### src/rtl/mmm_regbank_pkg.sv
package mmm_regbank_pkg;
  // Word addresses of the register bank
  localparam int REG_XCFG   = 0;
  localparam int REG_YCFG   = 1;
  localparam int REG_NCFG   = 2;
  localparam int REG_MODLOW = 3;
  localparam int REG_CMD    = 4;
  localparam int REG_STAT   = 5;

  // Field positions inside the words
  localparam int PTR_LSB   = 1;
  localparam int HI_LSB    = 16;
  localparam int NACC_LSB  = 8;
  localparam int STAT_OVF  = 0;
  localparam int STAT_BUSY = 1;

  // One-hot operation codes seen on mm_op
  typedef enum logic [2:0] {
    OP_IDLE    = 3'b000,
    OP_MUL     = 3'b001,
    OP_MULNEXT = 3'b010,
    OP_EXP     = 3'b100
  } mm_op_e;
endpackage

### src/rtl/mmm_cfg_word.sv
module mmm_cfg_word #(
  parameter int DATA_W = 32,
  parameter int LO_LSB = 1,
  parameter int LO_W   = 10,
  parameter int HI_LSB = 16,
  parameter int HI_W   = 10
) (
  input  logic              clk,
  input  logic              rst,
  input  logic              wr,
  input  logic [DATA_W-1:0] wdata,
  output logic [LO_W-1:0]   lo,
  output logic [HI_W-1:0]   hi,
  output logic [DATA_W-1:0] rd_word
);
  always_ff @(posedge clk) begin
    if (rst) begin
      lo <= '0;
      hi <= '0;
    end else if (wr) begin
      lo <= wdata[LO_LSB +: LO_W];
      hi <= wdata[HI_LSB +: HI_W];
    end
  end

  // Unlisted bits are zero on read
  always_comb begin
    rd_word = '0;
    rd_word[LO_LSB +: LO_W] = lo;
    rd_word[HI_LSB +: HI_W] = hi;
  end
endmodule

### src/rtl/mmm_nacc_calc.sv
module mmm_nacc_calc #(
  parameter int W = 8
) (
  input  logic [W-1:0] n_low,
  output logic [W-1:0] n_acc
);
  // Newton steps: each doubles the correct low bits, starting from 3
  localparam int ITERS = (W <= 3) ? 1 : $clog2(W);

  function automatic logic [W-1:0] neg_inverse(input logic [W-1:0] n);
    logic [W-1:0] inv;
    logic [W-1:0] two;
    two = W'(2);
    inv = n;
    for (int i = 0; i < ITERS; i++) begin
      inv = W'(inv * W'(two - W'(n * inv)));
    end
    return W'(-inv);
  endfunction

  assign n_acc = neg_inverse(n_low);
endmodule

### src/rtl/mmm_cmd_ctrl.sv
module mmm_cmd_ctrl #(
  parameter int CMD_W = 3
) (
  input  logic             clk,
  input  logic             rst,
  input  logic             cmd_wr,
  input  logic [CMD_W-1:0] cmd_wdata,
  input  logic             done,
  input  logic             done_ovf,
  output logic             start,
  output logic [CMD_W-1:0] op,
  output logic             busy,
  output logic             ovf
);
  logic [CMD_W-1:0] pick;

  // Isolate the lowest set bit: lowest-numbered command wins
  assign pick = cmd_wdata & CMD_W'(~cmd_wdata + CMD_W'(1));

  always_ff @(posedge clk) begin
    if (rst) begin
      start <= 1'b0;
      op    <= '0;
      busy  <= 1'b0;
      ovf   <= 1'b0;
    end else begin
      start <= 1'b0;
      if (busy && done) begin
        busy <= 1'b0;
        op   <= '0;
        ovf  <= done_ovf;
      end else if (!busy && cmd_wr && (|cmd_wdata)) begin
        busy  <= 1'b1;
        op    <= pick;
        ovf   <= 1'b0;
        start <= 1'b1;
      end
    end
  end
endmodule

### src/rtl/mmm_regbank.sv
module mmm_regbank
  import mmm_regbank_pkg::*;
#(
  parameter int DATA_W = 32,
  parameter int ADDR_W = 3,
  parameter int PTR_W  = 10,
  parameter int LEN_W  = 10,
  parameter int PASS_W = 8,
  parameter int NZ_W   = 8,
  parameter int CMD_W  = 3
) (
  input  logic              clk,
  input  logic              rst,
  input  logic              bus_wr,
  input  logic              bus_rd,
  input  logic [ADDR_W-1:0] bus_addr,
  input  logic [DATA_W-1:0] bus_wdata,
  output logic [DATA_W-1:0] bus_rdata,
  output logic              bus_rvalid,
  output logic              mm_start,
  output logic [CMD_W-1:0]  mm_op,
  input  logic              mm_done,
  input  logic              mm_ovf,
  output logic [PTR_W:0]    x_base,
  output logic [LEN_W-1:0]  x_len,
  output logic [PTR_W:0]    y_base,
  output logic [PASS_W-1:0] n_passes,
  output logic [PTR_W:0]    n_base,
  output logic [LEN_W-1:0]  n_len,
  output logic [NZ_W-1:0]   nacc
);
  localparam int NUM_CFG = 3;

  logic [DATA_W-1:0] cfg_rd [NUM_CFG];
  logic [PTR_W-1:0]  x_ptr, y_ptr, n_ptr;
  logic              sel_cmd, sel_mod;
  logic [NZ_W-1:0]   nzero_q, nacc_q, nacc_new;
  logic              busy_w, ovf_w;
  logic [DATA_W-1:0] rd_mux;

  assign sel_mod = bus_wr && (bus_addr == ADDR_W'(REG_MODLOW));
  assign sel_cmd = bus_wr && (bus_addr == ADDR_W'(REG_CMD));

  mmm_cfg_word #(.DATA_W(DATA_W), .LO_LSB(PTR_LSB), .LO_W(PTR_W),
                 .HI_LSB(HI_LSB), .HI_W(LEN_W)) u_xcfg (
    .clk(clk), .rst(rst), .wr(bus_wr && (bus_addr == ADDR_W'(REG_XCFG))),
    .wdata(bus_wdata), .lo(x_ptr), .hi(x_len), .rd_word(cfg_rd[0]));

  mmm_cfg_word #(.DATA_W(DATA_W), .LO_LSB(PTR_LSB), .LO_W(PTR_W),
                 .HI_LSB(HI_LSB), .HI_W(PASS_W)) u_ycfg (
    .clk(clk), .rst(rst), .wr(bus_wr && (bus_addr == ADDR_W'(REG_YCFG))),
    .wdata(bus_wdata), .lo(y_ptr), .hi(n_passes), .rd_word(cfg_rd[1]));

  mmm_cfg_word #(.DATA_W(DATA_W), .LO_LSB(PTR_LSB), .LO_W(PTR_W),
                 .HI_LSB(HI_LSB), .HI_W(LEN_W)) u_ncfg (
    .clk(clk), .rst(rst), .wr(bus_wr && (bus_addr == ADDR_W'(REG_NCFG))),
    .wdata(bus_wdata), .lo(n_ptr), .hi(n_len), .rd_word(cfg_rd[2]));

  // Pointers are word addresses with an implied zero LSB
  assign x_base = {x_ptr, 1'b0};
  assign y_base = {y_ptr, 1'b0};
  assign n_base = {n_ptr, 1'b0};

  // Montgomery constant derived in the same cycle as the byte write
  mmm_nacc_calc #(.W(NZ_W)) u_nacc (
    .n_low(bus_wdata[NZ_W-1:0]), .n_acc(nacc_new));

  always_ff @(posedge clk) begin
    if (rst) begin
      nzero_q <= '0;
      nacc_q  <= '0;
    end else if (sel_mod) begin
      nzero_q <= bus_wdata[NZ_W-1:0];
      nacc_q  <= nacc_new;
    end
  end
  assign nacc = nacc_q;

  mmm_cmd_ctrl #(.CMD_W(CMD_W)) u_ctrl (
    .clk(clk), .rst(rst), .cmd_wr(sel_cmd), .cmd_wdata(bus_wdata[CMD_W-1:0]),
    .done(mm_done), .done_ovf(mm_ovf), .start(mm_start), .op(mm_op),
    .busy(busy_w), .ovf(ovf_w));

  always_comb begin
    rd_mux = '0;
    case (int'(bus_addr))
      REG_XCFG:   rd_mux = cfg_rd[0];
      REG_YCFG:   rd_mux = cfg_rd[1];
      REG_NCFG:   rd_mux = cfg_rd[2];
      REG_MODLOW: begin
        rd_mux[NZ_W-1:0]          = nzero_q;
        rd_mux[NACC_LSB +: NZ_W]  = nacc_q;
      end
      REG_CMD:    rd_mux[CMD_W-1:0] = mm_op;
      REG_STAT: begin
        rd_mux[STAT_OVF]  = ovf_w;
        rd_mux[STAT_BUSY] = busy_w;
      end
      default:    rd_mux = '0;
    endcase
  end

  always_ff @(posedge clk) begin
    if (rst) begin
      bus_rdata  <= '0;
      bus_rvalid <= 1'b0;
    end else begin
      bus_rvalid <= bus_rd;
      if (bus_rd) bus_rdata <= rd_mux;
    end
  end
endmodule

### config.mk
export PLATFORM = sky130hd
export DESIGN_NAME = mmm_regbank
export DESIGN_NICKNAME = d
export VERILOG_FILES = /design/src/rtl/mmm_regbank_pkg.sv /design/src/rtl/mmm_cfg_word.sv /design/src/rtl/mmm_nacc_calc.sv /design/src/rtl/mmm_cmd_ctrl.sv /design/src/rtl/mmm_regbank.sv
export SDC_FILE = /design/constraint.sdc
export NUM_CORES = 1
export LEC_CHECK = 0
export CAP_MARGIN = 20
export CORE_UTILIZATION = 50
export CTS_BUF_LIST = sky130_fd_sc_hd__clkbuf_4
export CTS_CLUSTER_DIAMETER = 100
export DETAILED_ROUTE_END_ITERATION = 10
export PLACE_DENSITY = 0.79
export SYNTH_ARGS = -nofsm -noshare
export SYNTH_HDL_FRONTEND = slang
export SYNTH_SLANG_ARGS = --single-unit
### constraint.sdc
create_clock -name clk -period 18.2 [get_ports clk]
set_input_delay 3.64 -clock clk [delete_from_list [all_inputs] [get_ports clk]]
set_output_delay 3.64 -clock clk [all_outputs]
set_load 0.01 [all_outputs]
[Word level (Yosys, flattened, before mapping)]
Cells that the tools add are included.
W data, S select, Z words.
Word-level totals
  register bits: 113
  bits of input ports: 41
  output and inout bits: 106
  word-level logic and storage cells: 52
Cells by class
  $add $sub $neg: 5
  multiply operators: 6
  eq/ne operators: 5
  muxes and demuxes: 7
  bitwise gates (word level): 2
  reduce and logical (&&, ||, !) cells: 13
Operators with widths (number)
  $pmux W13 S4: 1
  $mul A8 B8 Y8: 6
  $pmux W10 S3: 1
  $sub A2 B8 Y8 const A: 3
  $pmux W2 S6: 1
  $logic_and A1 B1 Y1: 8
  $neg A8 Y8: 1
  $eq A3 B2 Y1 const B: 2
  $eq A3 B3 Y1 const B: 2
  $pmux W1 S5: 1
  $add A3 B1 Y3 const B: 1
  $and A3 B3 Y3: 1
  $eq A3 B1 Y1 const B: 1
  $logic_not A3 Y1: 1
  $mux W1: 3
  $not A3 Y3: 1
  $reduce_or A3 Y1: 1
  $reduce_bool A2 Y1: 1
  $reduce_or A2 Y1: 1
  $logic_not A1 Y1: 1

[Depth between registers and ports, before layout]
  word-level depth: 10
  gate-level depth with buffers: 62
  mapped depth without buffers: 60

[Modules after synthesis]
A second synthesis with hierarchy kept.
Unflattened totals
  cell total of the unflattened synthesis: 1099
  area, all modules: 9884.5 µm²
By module, submodules not included
  mmm_nacc_calc: instances 1, cells each 486, area an instance 4073.9 µm², seq. area each 0.0 µm²
  mmm_regbank: instances 1, cells each 298, area an instance 2770.2 µm², seq. area each 980.9 µm²
  mmm_cfg_word at u_ncfg ...: instances 2, cells each 97, area an instance 949.7 µm², seq. area each 400.4 µm²
  mmm_cfg_word at u_ycfg: instances 1, cells each 91, area an instance 893.4 µm², seq. area each 360.3 µm²
  mmm_cmd_ctrl: instances 1, cells each 30, area an instance 247.7 µm², seq. area each 120.1 µm²

[Least setup slack after synthesis]
No wires, ideal clock.
  path type: input to register
  start: input bus_wdata[0]
  end: register nacc_q[7] (netlist: nacc[7])
  setup time: 0.122 ns
  data arrival time: 18.495 ns
  required time: 18.078 ns
  setup slack: -0.417 ns
  cell stages on the path: 59
  buffers on the path: 3
  path through: buf_4 -> clkbuf_1 -> clkbuf_1 -> nand2_1 -> ha_1 -> inv_1 -> fa_1 -> fa_1 -> fa_1 -> inv_1 -> ha_1 -> xor2_1 -> nor2_1 -> ha_1 -> ha_1 -> inv_1 -> fa_1 -> fa_1 -> [... 23 more ...] -> ha_1 -> inv_1 -> fa_1 -> fa_1 -> ha_1 -> xnor2_1 -> and2_1 -> ha_1 -> ha_1 -> inv_1 -> fa_1 -> fa_1 -> ha_1 -> a21oi_1 -> xnor2_1 -> xnor2_1 -> xnor2_1 -> o311a_1
On the way
  word-level cells in the longest chain between the ends: 10
RTL lines
  start, declared: RTL line mmm_regbank.sv:17  | input logic [DATA_W-1:0] bus_wdata,
  $mul A8 B8 Y8: RTL line mmm_nacc_calc.sv:16  | inv = W'(inv * W'(two - W'(n * inv)));
  $sub A2 B8 Y8: RTL line mmm_nacc_calc.sv:16
  $mul A8 B8 Y8 (2 in a row): RTL line mmm_nacc_calc.sv:16
  $sub A2 B8 Y8: RTL line mmm_nacc_calc.sv:16
  $mul A8 B8 Y8 (2 in a row): RTL line mmm_nacc_calc.sv:16
  $sub A2 B8 Y8: RTL line mmm_nacc_calc.sv:16
  $mul A8 B8 Y8 (*): RTL line mmm_nacc_calc.sv:16
  $neg A8 Y8 (*): RTL line mmm_nacc_calc.sv:18  | return W'(-inv);
  end signal, assigned: RTL line mmm_regbank.sv:74  | nacc_q <= nacc_new;
  end, declared: RTL line mmm_regbank.sv:37  | logic [NZ_W-1:0] nzero_q, nacc_q, nacc_new;
Mark *: on every way between the ends. The rest lies on a longest branch, timed or not.
A chain may end at the register's enable or synchronous reset.

[Worst setup path in the final report]
  start: input bus_wdata[1]
  end: register nacc_q[7] (netlist: nacc[7])
The elaborated chain is that of the path after synthesis.

==> flow_metrics.env <==
export IMPL_status="complete, no violations"
export IMPL_routed_top_layer="met4"
export IMPL_cp_start_kind="input pin"
export IMPL_critPathMaxStageDelay_ns=0.60
export IMPL_drt_iter0_drc=455
export IMPL_start_util=0.520
export IMPL_skew_ns=0.0224
export IMPL_ys_warn_count=0
export IMPL_synth_avg_cell_area_sq_um=8.29
export IMPL_final_setup_tns_ns=0
export IMPL_crit_type="input pin to register"
export IMPL_worstPathRequired_ns=18.57
export IMPL_ys_seq_elements=106
export IMPL_firstDrtPassIters=7
export IMPL_grt_usage=0.250
export IMPL_viasPerCell=5.22
export IMPL_worst_pin_slew_ns=1.03
export IMPL_synth_largest_area_cell="dfxtp_1"
export IMPL_place_congestion=0.825
export IMPL_clk_pin_slew_ns=0.16
export IMPL_path_buf_inv=12
export IMPL_netlist_top_cells_count="nand2_1 (207), inv_1 (121), dfxtp_1 (106), a21oi_1 (104), ha_1 (84)"
export IMPL_htreeDepth=3
export IMPL_slew_headroom=0.314
export IMPL_rows=46
export IMPL_cp_top_family="adder cells"
export IMPL_antenna_found_initial=0
export IMPL_io_pins=147
export IMPL_die_w_um=131
export IMPL_wl_per_cell_um=15.5
export IMPL_synth_distinct_cells=46
export IMPL_cts_root_buffer="clkbuf_4"
export IMPL_max_cap_violations=0
export IMPL_syn_cell_area_sq_mm=0.00838
export IMPL_dieArea_sq_mm=0.0173
export IMPL_antenna_cells=0
export IMPL_core_sq_mm=0.0161
export IMPL_report_final_slew_viol_count=0
export IMPL_fin_crit_sh=0.976
export IMPL_hold_viol=0
export IMPL_whs_ns=0.469
export IMPL_setup_ws_ns=0.443
export IMPL_synth_async_sr_flop_share=0
export IMPL_wl_met2_mm=10.4
export IMPL_synth_top_area_frac=0.253
export IMPL_pre_cts_ws_ns=-0.708
export IMPL_drt_met1_wl_mm=9.05
export IMPL_vias=7121
export IMPL_crit_path_end_kind="register"
export IMPL_synth_edff_count=0
export IMPL_layout_min_cycle_time_ns=17.76
export IMPL_ant_nets=0
export IMPL_numCtsBuffers=9
export IMPL_hpwl_mm=15.6
export IMPL_grt_max_degree=102
export IMPL_crit_fanout=5
export IMPL_drcViolationCount=0
export IMPL_hp_class="register to register"
export IMPL_cts_tree="done"
export IMPL_drt_total_wl_mm=21.2
export IMPL_arrival_ns=18.13
export IMPL_grt_first_pass_wirelength_mm=34.9
export IMPL_port_buffers=126
export IMPL_max_freq_mhz=56.3
export IMPL_synthCells=1011
export IMPL_drive_gt1_frac=0.0940
export IMPL_synth_ff_type="dfxtp_1"
export IMPL_fp_dieH_um=131
export IMPL_clock_sinks=106
export IMPL_gr_total_overflow=0
export IMPL_cts_hold_buffers=0
export IMPL_path_common_cell="fa_1"
export IMPL_grt_pass1_vias=6934
export IMPL_worstSkewPairLatency_ns=0.46
export IMPL_slowest_stage="fa_1"
export IMPL_syn_to_final_growth_pct=23.4
export IMPL_clockBufferDepth=2
export IMPL_synth_area_leaders="dfxtp_1 (25%), fa_1 (16%), ha_1 (13%)"
export IMPL_yosysSeqAreaShare=0.253
export IMPL_nets=1335
export IMPL_wl_met3_mm=1.32
export IMPL_finalSetupViolations=0
export IMPL_yosysMostFrequentCell="nand2_1"
[final cells by class]
cell class | count | area [sq um]
clock inverters | 7 | 58.8
flip-flops and latches | 106 | 2120
clock buffers | 9 | 67.6
multi-input cells | 727 | 5680
fillers | 1358 | 5770
inverters | 123 | 465
well taps | 216 | 270
repair buffers | 177 | 1690
[worst paths after layout]
check	from	depth (start not counted)	slack, ns	to
hold / removal	nzero_q[1]	2	0.47	nzero_q[1]
setup reg to reg	u_ctrl.busy	3	16.92	bus_rdata[1]
setup / recovery	bus_wdata[1]	58	0.44	nacc[7]
hold reg to reg	nzero_q[1]	2	0.47	nzero_q[1]
[cell usage in the layout (no fill, tap or decap), types with 4 or more instances in the layout]
cell,count
nand2b_1,8
dfxtp_1,106
nor3_1,6
mux4_2,9
xor2_1,7
ha_4,7
fa_1,65
a21o_1,9
buf_4,48
and2_1,28
conb_1,17
clkbuf_4,9
nand2_1,205
clkdlybuf4s50_1,123
a211oi_1,5
a21oi_1,102
nor2b_1,31
o21ai_0,12
nand2_2,4
mux2i_1,17
inv_1,119
ha_1,77
xnor2_1,21
and3_1,7
xnor2_2,4
nand3_1,6
nor2_1,57
[timing repair]
| item | 4_1_cts | 5_1_grt |
|---|---|---|
| setup buffers | 0 | 1 |
| gates resized for setup | 10 | 13 |
| endpoints found under the hold margin | 0 | 0 |
| gates cloned | 0 | 1 |
| endpoints found under the setup margin | 1 | 2 |
| pin swaps | 8 | 27 |
[routing by layer]
| metal | GRT usage | vias to the layer above |
|---|---|---|
| met5 | 0 | - |
| met4 | 0.0633 | 0 |
| met3 | 0.0316 | 32 |
| met2 | 0.431 | 278 |
| met1 | 0.331 | 3396 |
| li1 | - | 3415 |
[through the flow]
step	instances	util	instance area (sq um)
after floorplan	1026	-	8500
after global placement	1347	0.624	10100
after detailed placement	1347	0.624	10100
after CTS	1363	0.636	10300
after global routing	1365	0.642	10300
final	1365	0.642	10300
[kinds of logic after synthesis]
family                   share of synthesized area
buffers and inverters                       0.0928
adder cells (fa/ha/maj)                      0.283
AND/OR/NAND/NOR                              0.186
flip-flops                                   0.253
other                                     0.000896
multiplexers                                0.0476
AO/OA/AOI/OAI                               0.0946
XOR/XNOR                                    0.0418
[worst register-to-register path: cells and delay by family, from the launching register on]
kind	cells	cell delay, ns
multiplexers	2	0.66
flip-flops	1	0.40
AO/OA/AOI/OAI	1	0.09
[sequential cells by signal (all words and copies together), names as in the netlist, 8 cells and up]
register,count
u_xcfg.hi,10
nzero_q,8
bus_rdata,26
u_ycfg.lo,10
u_xcfg.lo,10
u_ncfg.hi,10
u_ycfg.hi,8
u_ncfg.lo,10
Power is left out: the tool's default activity adds up to more than one toggle a clock period on the data nets, which glitch-free logic cannot reach.
